**src/rtl/fbg_pkg.sv**
```systemverilog
package fbg_pkg;
    localparam int SEL_W   = 3;
    localparam int RATIO_W = 3;

    // Coded field to divide ratio: 6 - f for f <= 5, else 7.
    function automatic logic [RATIO_W-1:0] sel_to_ratio(input logic [SEL_W-1:0] sel);
        if (sel >= 3'd6)
            return 3'd7;
        else
            return 3'd6 - sel;
    endfunction
endpackage

```
**src/rtl/fbg_prediv.sv**
```systemverilog
module fbg_prediv
    import fbg_pkg::*;
(
    input  logic             clk,
    input  logic             rst_n,
    input  logic             clr_i,
    input  logic [SEL_W-1:0] sel_i,
    output logic             en_o
);
    typedef struct packed {
        logic [RATIO_W-1:0] cnt;
    } pd_state_t;

    pd_state_t st_d, st_q;
    logic [RATIO_W-1:0] ratio;

    always_comb begin
        ratio = sel_to_ratio(sel_i);
        en_o  = (st_q.cnt >= (ratio - RATIO_W'(1)));
        st_d  = st_q;
        if (clr_i || en_o)
            st_d.cnt = '0;
        else
            st_d.cnt = st_q.cnt + RATIO_W'(1);
    end

    always_ff @(posedge clk) begin
        if (!rst_n)
            st_q <= '0;
        else
            st_q <= st_d;
    end

    // with a ratio above one, two enables never come back to back
    p_en_gap_r2: assert property (@(posedge clk) disable iff (!rst_n)
        (en_o && !clr_i && (sel_i < 3'd5 || sel_i > 3'd5)) |=> (!en_o || !$stable(sel_i)));
endmodule

```
**src/rtl/fbg_modulator.sv**
```systemverilog
module fbg_modulator #(
    parameter int REG_W = 16,
    parameter int OVS   = 16
) (
    input  logic             clk,
    input  logic             rst_n,
    input  logic             clr_i,
    input  logic             en_i,
    input  logic [REG_W-1:0] inc_i,
    input  logic [REG_W-1:0] mod_i,
    output logic             tick16_o,
    output logic             bit_tick_o
);
    localparam int SUB_W = $clog2(OVS);
    localparam int SUM_W = REG_W + 2;
    localparam logic [SUB_W-1:0] SUB_LAST = SUB_W'(OVS - 1);

    typedef struct packed {
        logic [REG_W-1:0] acc;
        logic [SUB_W-1:0] sub;
        logic             tick16;
        logic             bit_tick;
    } mod_state_t;

    mod_state_t st_d, st_q;
    logic [SUM_W-1:0] sum, span;
    logic             saturate, hit;

    always_comb begin
        span     = SUM_W'(mod_i) + SUM_W'(1);
        sum      = SUM_W'(st_q.acc) + SUM_W'(inc_i) + SUM_W'(1);
        saturate = (inc_i >= mod_i);
        hit      = 1'b0;
        st_d          = st_q;
        st_d.tick16   = 1'b0;
        st_d.bit_tick = 1'b0;
        if (clr_i) begin
            st_d = '0;
        end else if (en_i) begin
            if (saturate) begin
                st_d.acc = '0;
                hit      = 1'b1;
            end else if (sum >= span) begin
                st_d.acc = REG_W'(sum - span);
                hit      = 1'b1;
            end else begin
                st_d.acc = REG_W'(sum);
            end
            if (hit) begin
                st_d.tick16   = 1'b1;
                st_d.sub      = st_q.sub + SUB_W'(1);
                st_d.bit_tick = (st_q.sub == SUB_LAST);
            end
        end
    end

    always_ff @(posedge clk) begin
        if (!rst_n)
            st_q <= '0;
        else
            st_q <= st_d;
    end

    assign tick16_o   = st_q.tick16;
    assign bit_tick_o = st_q.bit_tick;

    // a 16x tick only follows a divided-clock enable
    p_tick_needs_en_r4: assert property (@(posedge clk) disable iff (!rst_n)
        tick16_o |-> $past(en_i));
    // the remainder stays below the modulus span
    p_acc_bound_r3: assert property (@(posedge clk) disable iff (!rst_n)
        st_q.acc <= mod_i);
    // the bit tick rides on a 16x tick
    p_bit_with_tick_r6: assert property (@(posedge clk) disable iff (!rst_n)
        bit_tick_o |-> tick16_o);
endmodule

```
**src/rtl/fbg_ms_timer.sv**
```systemverilog
module fbg_ms_timer #(
    parameter int REG_W = 16
) (
    input  logic             clk,
    input  logic             rst_n,
    input  logic             clr_i,
    input  logic             en_i,
    input  logic [REG_W-1:0] reload_i,
    output logic             stb_o
);
    typedef struct packed {
        logic [REG_W-1:0] cnt;
        logic             stb;
    } ms_state_t;

    ms_state_t st_d, st_q;

    always_comb begin
        st_d     = st_q;
        st_d.stb = 1'b0;
        if (clr_i) begin
            st_d = '0;
        end else if (en_i && (reload_i != '0)) begin
            if (st_q.cnt >= (reload_i - REG_W'(1))) begin
                st_d.cnt = '0;
                st_d.stb = 1'b1;
            end else begin
                st_d.cnt = st_q.cnt + REG_W'(1);
            end
        end
    end

    always_ff @(posedge clk) begin
        if (!rst_n)
            st_q <= '0;
        else
            st_q <= st_d;
    end

    assign stb_o = st_q.stb;

    // strobe only after an enable with a live reload
    p_ms_needs_en_r7: assert property (@(posedge clk) disable iff (!rst_n)
        stb_o |-> ($past(en_i) && $past(reload_i != '0)));
endmodule

```
**src/rtl/frac_baud_gen.sv**
```systemverilog
module frac_baud_gen
    import fbg_pkg::*;
#(
    parameter int REG_W = 16,
    parameter int OVS   = 16
) (
    input  logic             clk,
    input  logic             rst_n,
    input  logic             wr_inc,
    input  logic             wr_mod,
    input  logic             wr_ms,
    input  logic [REG_W-1:0] wr_data,
    input  logic [SEL_W-1:0] div_sel,
    output logic             tick16,
    output logic             bit_tick,
    output logic             ms_tick
);
    typedef struct packed {
        logic [REG_W-1:0] inc;
        logic [REG_W-1:0] modv;
        logic [REG_W-1:0] ms;
    } cfg_t;

    cfg_t cfg_d, cfg_q;
    logic div_en;
    logic clr_ms;

    always_comb begin
        cfg_d = cfg_q;
        if (wr_inc) cfg_d.inc  = wr_data;
        if (wr_mod) cfg_d.modv = wr_data;
        if (wr_ms)  cfg_d.ms   = wr_data;
        clr_ms = wr_mod || wr_ms;
    end

    always_ff @(posedge clk) begin
        if (!rst_n)
            cfg_q <= '0;
        else
            cfg_q <= cfg_d;
    end

    fbg_prediv u_prediv (
        .clk   (clk),
        .rst_n (rst_n),
        .clr_i (wr_mod),
        .sel_i (div_sel),
        .en_o  (div_en)
    );

    fbg_modulator #(.REG_W(REG_W), .OVS(OVS)) u_mod (
        .clk        (clk),
        .rst_n      (rst_n),
        .clr_i      (wr_mod),
        .en_i       (div_en),
        .inc_i      (cfg_q.inc),
        .mod_i      (cfg_q.modv),
        .tick16_o   (tick16),
        .bit_tick_o (bit_tick)
    );

    fbg_ms_timer #(.REG_W(REG_W)) u_ms (
        .clk      (clk),
        .rst_n    (rst_n),
        .clr_i    (clr_ms),
        .en_i     (div_en),
        .reload_i (cfg_q.ms),
        .stb_o    (ms_tick)
    );

    // the cycle after a modulus write is quiet on every output
    p_clear_quiet_r8: assert property (@(posedge clk) disable iff (!rst_n)
        $past(wr_mod) |-> (!tick16 && !bit_tick && !ms_tick));
endmodule

```
**config.mk**
```make
export PLATFORM = sky130hd
export DESIGN_NAME = frac_baud_gen
export DESIGN_NICKNAME = d
export VERILOG_FILES = /design/src/rtl/fbg_pkg.sv /design/src/rtl/fbg_prediv.sv /design/src/rtl/fbg_modulator.sv /design/src/rtl/fbg_ms_timer.sv /design/src/rtl/frac_baud_gen.sv
export SDC_FILE = /design/constraint.sdc
export NUM_CORES = 1
export LEC_CHECK = 0
export ABC_AREA = 1
export BUFFER_PORTS_ARGS = -buffer_cell sky130_fd_sc_hd__buf_4
export CAP_MARGIN = 10
export CORE_MARGIN = 5
export CORE_UTILIZATION = 34
export CTS_CLUSTER_SIZE = 12
export DETAILED_ROUTE_END_ITERATION = 16
export PLACE_DENSITY = 0.59
export SETUP_SLACK_MARGIN = 0.5
export SLEW_MARGIN = 25
export SYNTH_ARGS = -nofsm -noshare
export SYNTH_HDL_FRONTEND = slang
export SYNTH_SLANG_ARGS = --single-unit
```
**constraint.sdc**
```tcl
create_clock -name clk -period 3.4 [get_ports clk]
set_clock_uncertainty 0.1 [all_clocks]
set_input_delay 0.68 -clock clk [delete_from_list [all_inputs] [get_ports clk]]
set_output_delay 0.68 -clock clk [all_outputs]
set_load 0.02 [all_outputs]
```
==> flow_metrics.tcl, run 1 <==
set metrics [dict create \
    whs_endpoint "u_prediv.st_q[0]" \
    drv_cap 0 \
    rr_endpoint "u_mod.tick16_o" \
    numPortBuffers 26 \
    num_vias 6351 \
    final_cells 1325 \
    max-slew-margin-rel_pct 33.2 \
    syn_inst 989 \
    period_minus_slack_ns 3.33 \
    drtIter0Drc 265 \
    critical_path.cell_chain "inv_2 -> ha_4 -> fa_2 -> nand3b_1 -> nand2_2 -> a21oi_4 -> or2_4 -> nand2_2 -> a21oi_2 -> o21bai_1 -> ha_1 -> inv_2 -> nor2_1 -> nand3b_1 -> nor2_2 -> nor2_2 -> nand2_2 -> nor2_4 -> buf_12 -> nand2_4 -> nand2_4 -> buf_4 -> nor2_1" \
    start_util_pct 34.7 \
    rr_startpoint "u_mod.st_q[6]" \
    dieWidth_um 151 \
    final_nets 1157 \
    cp-end-kind "flip-flop" \
    hp-class "flip-flop to flip-flop" \
    grt_usage_pct 16.3 \
    r2r_cells 23 \
    yosysUniqueCellTypes 40 \
    synth_async_sr_flop_share_pct 0 \
    synthTopCellsByArea "dfxtp_1 (27%), ha_1 (14%), nand2_1 (11%), nor2_1 (7.9%), inv_1 (6.4%)" \
    cp-start-kind "flip-flop" \
    grt_max_degree 49 \
    dp_cells 1281 \
    crit_slowest_cell "fa_2" \
    dp_hpwl_um 13700 \
    drt.antenna.violating_nets 0 \
    maxSlewViolCount 0 \
    syn_avg_cell_area_um2 6.86 \
    layout_commonest_cell "nand2_1" \
    cts_root_buf "clkbuf_16" \
    criticalPathCategory "flip-flop to flip-flop" \
    ys_ff_latch 90 \
    synth-seq-area-share_pct 26.6 \
    grt_pass1_vias 6133 \
    power.leakage_nw 3.94 \
    required_ns 3.53 \
    die_y_um 151 \
    path_max_fanout 5 \
    rsz0062_at_grt "true" \
    drt_wl_total_um 18000 \
    run_status "complete, no violations" \
    clk_latency_ns 0.35 \
    diodes 0 \
    design.die.area_mm2 0.0229 \
    cp.arrival_ns 3.46 \
    worstMarginPinSlew_ns 0.999 \
    cts_buffer_depth 2 \
    finalSetupViolCount 0 \
    antenna_found_initial 0 \
    fmax_mhz 301 \
    clk_pin_slew_ns 0.07 \
    final_cell_mix "nand2_1 (189), nor2_1 (113), inv_1 (102), dfxtp_1 (84), ha_1 (60)" \
    syn_area_mm2 0.00678 \
    area_growth_pct 27.5 \
    drive_gt1_share_pct 23.1 \
    synth_top_area_share_pct 26.6 \
    synth_edf_count 0 \
    yosysTopAreaCell "dfxtp_1" \
    r2r_slack_ns 0.07 \
    grt_pass1_wl_um 29800 \
    power.density_mw_per_mm2 433 \
    p_total_mw 3.74 \
    cts_tree "done" \
    grt_remaining_overflow 0 \
    ir_drop_uv 225 \
    crit_top_cell "nand2_2" \
    hold_viol 0 \
    min_from "u_prediv.st_q[0]" \
    cts.sinks 90 \
    core_mm2 0.0195 \
    drc 0 \
    fin_crit_sh_pct 97.8 \
    htreeDepth 3 \
    synth_nets 1091 \
    wl_per_cell_um 13.6 \
    io_pins 27 \
    cts_made_buffers 9 \
    drtPass1Iterations 5 \
    rows 51 \
    ys_warn_count 0 \
    holdPathStages 1 \
    gp_congestion 0.911 \
    max_stage_delay_ns 0.33 \
    ys.flop_type "dfxtp_1" \
    viasPerCell 4.79 \
]
==> logic make-up after synthesis <==
group	Yosys count	share of synthesized area (%)
simple gates	474	31.0
compound gates	155	12.8
buf+inv	138	8.10
flops	90	26.6
fa+ha+maj	78	14.6
xor+xnor	54	6.97
==> per-stage QoR <==
step,setup TNS (ns),utilization [%],setup WS [ns],hold slack (ns),cell area (um2)
2_1_floorplan,0,-,0.342,0.317,6850
5_1_grt,-1.89,44.3,-0.158,0.368,8650
4_1_cts,0,41.5,0.0730,0.354,8100
6_report,0,44.3,0.0747,0.352,8650
3_5_place_dp,-0.0221,38.2,-0.0221,0.337,7470
3_3_place_gp,-0.00382,38.2,-0.00382,0.329,7470
==> repair_timing <==
item / in CTS / in global routing
hold buffers: 0 / 0
gates resized for setup: 43 / 110
gates cloned: 1 / 1
endpoints found under the setup margin: 39 / 42
setup buffers: 11 / 15
pin swaps: 11 / 55
==> final cells by class <==
class                   instances  area (um2)
clock buffers                  12         246
clock inverters                 4        75.1
fillers                      2005       10900
inverters                     121         467
multi-input cells             762        5060
flip-flops and latches         90        1810
well taps                     265         332
repair buffers                 71         654
==> synth_stat cells (12+ instances only) <==
| cell type | instances |
|---|---|
| nand2_1 | 205 |
| nor2_1 | 142 |
| inv_1 | 116 |
| dfxtp_1 | 90 |
| ha_1 | 76 |
| o21ai_0 | 66 |
| a21oi_1 | 63 |
| nand3_1 | 58 |
| xor2_1 | 38 |
| xnor2_1 | 16 |
| nor3_1 | 14 |
| clkbuf_1 | 12 |
==> state kept, by name (all words and copies together), names as in the netlist <==
signal / cells
u_mod.st_q: 20
u_mod.bit_tick_o: 1
cfg_q: 48
u_prediv.st_q: 3
u_mod.tick16_o: 1
u_ms.stb_o: 1
u_ms.st_q: 16
==> worst max-delay path: cells and delay by family, from the launching register on <==
kind            cells  cell delay (ns)
buf+inv             4             0.35
simple gates       13             1.35
flops               1             0.32
fa+ha+maj           3             0.78
compound gates      3             0.31
==> layer usage <==
metal  share of wire [%]  track usage [%]
met5                   0                0
met4                 2.1             5.80
met3                 2.5             1.97
met2                  48             27.5
met1                  48             21.4
==> how the worst max path moves through the flow <==
stage / start / end / cells past startpoint
floorplan: cfg_q[32] / u_mod.st_q[13] / 22
global route: u_mod.st_q[6] / u_mod.st_q[2] / 24
detailed placement: cfg_q[32] / u_mod.st_q[7] / 22
CTS: cfg_q[32] / u_mod.st_q[7] / 23
global placement: cfg_q[32] / u_mod.st_q[7] / 22
finish: u_mod.st_q[6] / u_mod.tick16_o / 23
==> where the power goes <==
part           switching [mW]  internal (mW)  total (mW)  leakage, nW
Combinational           0.843          0.634        1.48         3.05
Clock                   0.431          0.665        1.10        0.149
Sequential             0.0560           1.11        1.17        0.740
Total                    1.33           2.41        3.74         3.94
No activity file was read; power rests on OpenSTA's default activity.
==> run 2, diff against run 1 <==
Settings changed: SYNTH_HIERARCHICAL from default to 1.
==> run 2 against run 1 <==
Effect of this change: global-route usage fell by 0.67 points; maximum frequency is 1.2% higher; cell area rose by 9.4%; synthesized area grew 12%; via count increased by 15%; register-to-register slack better by 0.04 ns; setup slack better by 0.038 ns; hold slack got worse by 0.0061 ns; die area rose by 11%; sequential power hardly changed; critical path type unchanged; critical endpoint is now u_mod/st_q[17]; largest power group unchanged; highest routed layer unchanged.
==> flow_metrics.tcl, run 2 <==
set metrics [dict create \
    run_status "complete, no violations" \
    rsz0062_at_grt "true" \
    regMostFlops "cfg_q" \
    cp-end-kind "flip-flop" \
    cts_tree "done" \
    wl_per_cell_um 13.0 \
    cts.sinks 90 \
    syn_inst 1208 \
    die_y_um 159 \
    drv_cap 0 \
    antenna_found_initial 0 \
    synthTopCellsByArea "dfxtp_1 (24%), nand2_1 (19%), ha_1 (12%), inv_1 (8.8%), nor2_1 (8.0%)" \
    io_pins 27 \
    drive_gt1_share_pct 22.3 \
    largest_register_ffs 48 \
    synth-seq-area-share_pct 23.8 \
    cts_buffer_depth 2 \
    holdWs_ns 0.346 \
    required_ns 3.57 \
    clkPwrFrac_pct 28.5 \
    hold_viol 0 \
    synth_edf_count 0 \
    gp_congestion 0.903 \
    cts_made_buffers 9 \
    num_vias 7294 \
    dp_hpwl_um 15100 \
    synth_top_area_share_pct 23.8 \
    criticalPathCategory "flip-flop to flip-flop" \
    grt_pass1_vias 7020 \
    fill_cells 2283 \
    power.switching_mw 1.34 \
    final_nets 1372 \
    p_int_mw 2.29 \
    grt_usage_pct 15.6 \
    cp.arrival_ns 3.45 \
    setup_tns_ns 0 \
    fmax_mhz 304 \
    fin_crit_sh_pct 96.7 \
    cp-start-kind "flip-flop" \
    finalSetupViolCount 0 \
    numPortBuffers 26 \
    start_util_pct 34.6 \
    yosysTopAreaCell "dfxtp_1" \
    max-slew-margin-rel_pct 37.8 \
    p_total_mw 3.63 \
    swShare_pct 37.0 \
    dieWidth_um 159 \
    drc 0 \
    ys_ff_latch 90 \
    largestRegisters "cfg_q: 48 flops, u_mod/st_q: 20 flops, u_ms/st_q: 16 flops" \
    drtPass1Iterations 5 \
    drt.antenna.violating_nets 0 \
    design.die.area_mm2 0.0254 \
    maxSlewViolCount 0 \
    layout_commonest_cell "nand2_1" \
    path_max_fanout 4 \
    final_cell_mix "nand2_1 (351), inv_1 (168), nor2_1 (149), dfxtp_1 (72), buf_4 (70)" \
    ir_drop_uv 215 \
    core_mm2 0.0219 \
    htreeDepth 3 \
    grt_remaining_overflow 0 \
    syn_area_mm2 0.00758 \
    worstMarginPinSlew_ns 0.931 \
    viasPerCell 4.68 \
    synth_nets 1308 \
    seq_power_share_pct 32.2 \
    cts_root_buf "clkbuf_16" \
    clk_latency_ns 0.35 \
    syn_avg_cell_area_um2 6.28 \
    diodes 0 \
    power.leakage_nw 4.62 \
    clk_pin_slew_ns 0.07 \
    synth.most_common_cell "nand2_1" \
    area_growth_pct 24.8 \
    ys.flop_type "dfxtp_1" \
    ys_warn_count 6 \
    period_minus_slack_ns 3.29 \
    yosysUniqueCellTypes 38 \
    synth_async_sr_flop_share_pct 0 \
    hp-class "flip-flop to flip-flop" \
    synthTopCellsByCount "nand2_1 (375), inv_1 (178), nor2_1 (162), dfxtp_1 (90), ha_1 (74)" \
    grt_max_degree 47 \
    drtIter0Drc 302 \
    cts_hold_buf 0 \
    rows 54 \
    grt_pass1_wl_um 33600 \
    power.density_mw_per_mm2 384 \
    combPwrFrac_pct 39.3 \
    drt_wl_total_um 20200 \
]
-- run 2: cell count changes in the layout (fill, tap and decap cells not counted), moves of 10 or more --
cell and delta:
nand2_1 +162, nor2_1 +36, buf_4 +13, inv_1 +66, dfxtp_1 -12, o21ai_0 -54
nand2_2 +20, dfxtp_2 +10, nand4_1 +10
-- run 2: metal layers --
layer | share of wire [%] | vias up | track usage [%]
met1 | 49 | 3305 | 21.3
li1 | - | 3873 | -
met2 | 46 | 92 | 26.1
met4 | 1.9 | 0 | 3.49
met3 | 2.7 | 24 | 2.41
met5 | 0 | - | 0
-- run 2: path summary, 6_finish.rpt --
check,startpoint,to,slack [ns],cells after the start
worst max-delay path,cfg_q[32],u_mod/st_q[17],0.11,26
worst min-delay path,u_prediv/st_q[0],u_prediv/st_q[0],0.35,1
worst max register to register,cfg_q[32],u_mod/st_q[17],0.11,26
worst min register to register,u_prediv/st_q[0],u_prediv/st_q[0],0.35,1
-- run 2: power groups by stage --
stage	Clock [mW]	Sequential, mW	Combinational, mW
floorplan	0	1.17	0.856
global placement	0	1.18	1.12
detailed placement	0	1.18	1.12
CTS	1.07	1.16	1.31
global route	1.11	1.18	1.59
finish	1.04	1.17	1.43
-- run 2: logic make-up (layout without fill, tap and decap cells) --
kind of cell	count (synthesis)	count (layout)	share of synthesized area (%)
AOI/OAI and AO/OA	76	76	5.46
xor gates and xnor gates	50	50	5.78
adders and majority gates	76	76	12.7
buffers and inverters	208	277	11.7
DFF	90	90	23.8
and+or+nand+nor	708	708	40.5
-- run 2: critical path: stages (launching register included) --
cell and delay (ns):
dfxtp_2 0.34, inv_2 0.05, ha_4 0.16, fa_2 0.38, inv_2 0.07, nand3_2 0.08
nand3_4 0.09, nand2_2 0.07, nand2_4 0.10, nand2_2 0.06, nand2_1 0.06, nand2_1 0.06
nand2_2 0.07, inv_2 0.04, ha_4 0.28, nand2_4 0.06, nor2_4 0.12, inv_2 0.06
nor3_4 0.20, nand2_4 0.09, inv_2 0.07, nor2_4 0.06, buf_12 0.12, buf_16 0.13
nand2_4 0.07, nand3_4 0.06, a21oi_2 0.15
-- run 2: cell type report --
| type | instances | area [um2] | share of cell area [%] |
|---|---|---|---|
| Timing Repair Buffer | 78 | 683 | 7.22 |
| Clock buffer | 12 | 268 | 2.83 |
| Inverter | 183 | 687 | 7.26 |
| Clock inverter | 4 | 37.5 | 0.397 |
| Sequential cell | 90 | 1830 | 19.3 |
| Tap cell | 280 | 350 | 3.70 |
| Multi-Input combinational cell | 910 | 5610 | 59.3 |
-- run 2: repair_timing --
action	4_1_cts	5_1_grt
gates cloned	2	0
pin swaps	32	36
endpoints found under the setup margin	29	39
setup buffers	21	8
resized for setup	64	83
-- run 2: metrics by stage --
| step | instance area (um2) | worst slack (ns) | util [%] | instances |
|---|---|---|---|---|
| floorplan | 7650 | 0.494 | - | 1208 |
| finish | 9460 | 0.112 | 43.2 | 1557 |
| global placement | 8170 | 0.0118 | 37.3 | 1510 |
| CTS | 9030 | 0.198 | 41.3 | 1549 |
| detailed placement | 8170 | -0.0164 | 37.3 | 1510 |
| global route | 9460 | -0.0655 | 43.2 | 1557 |
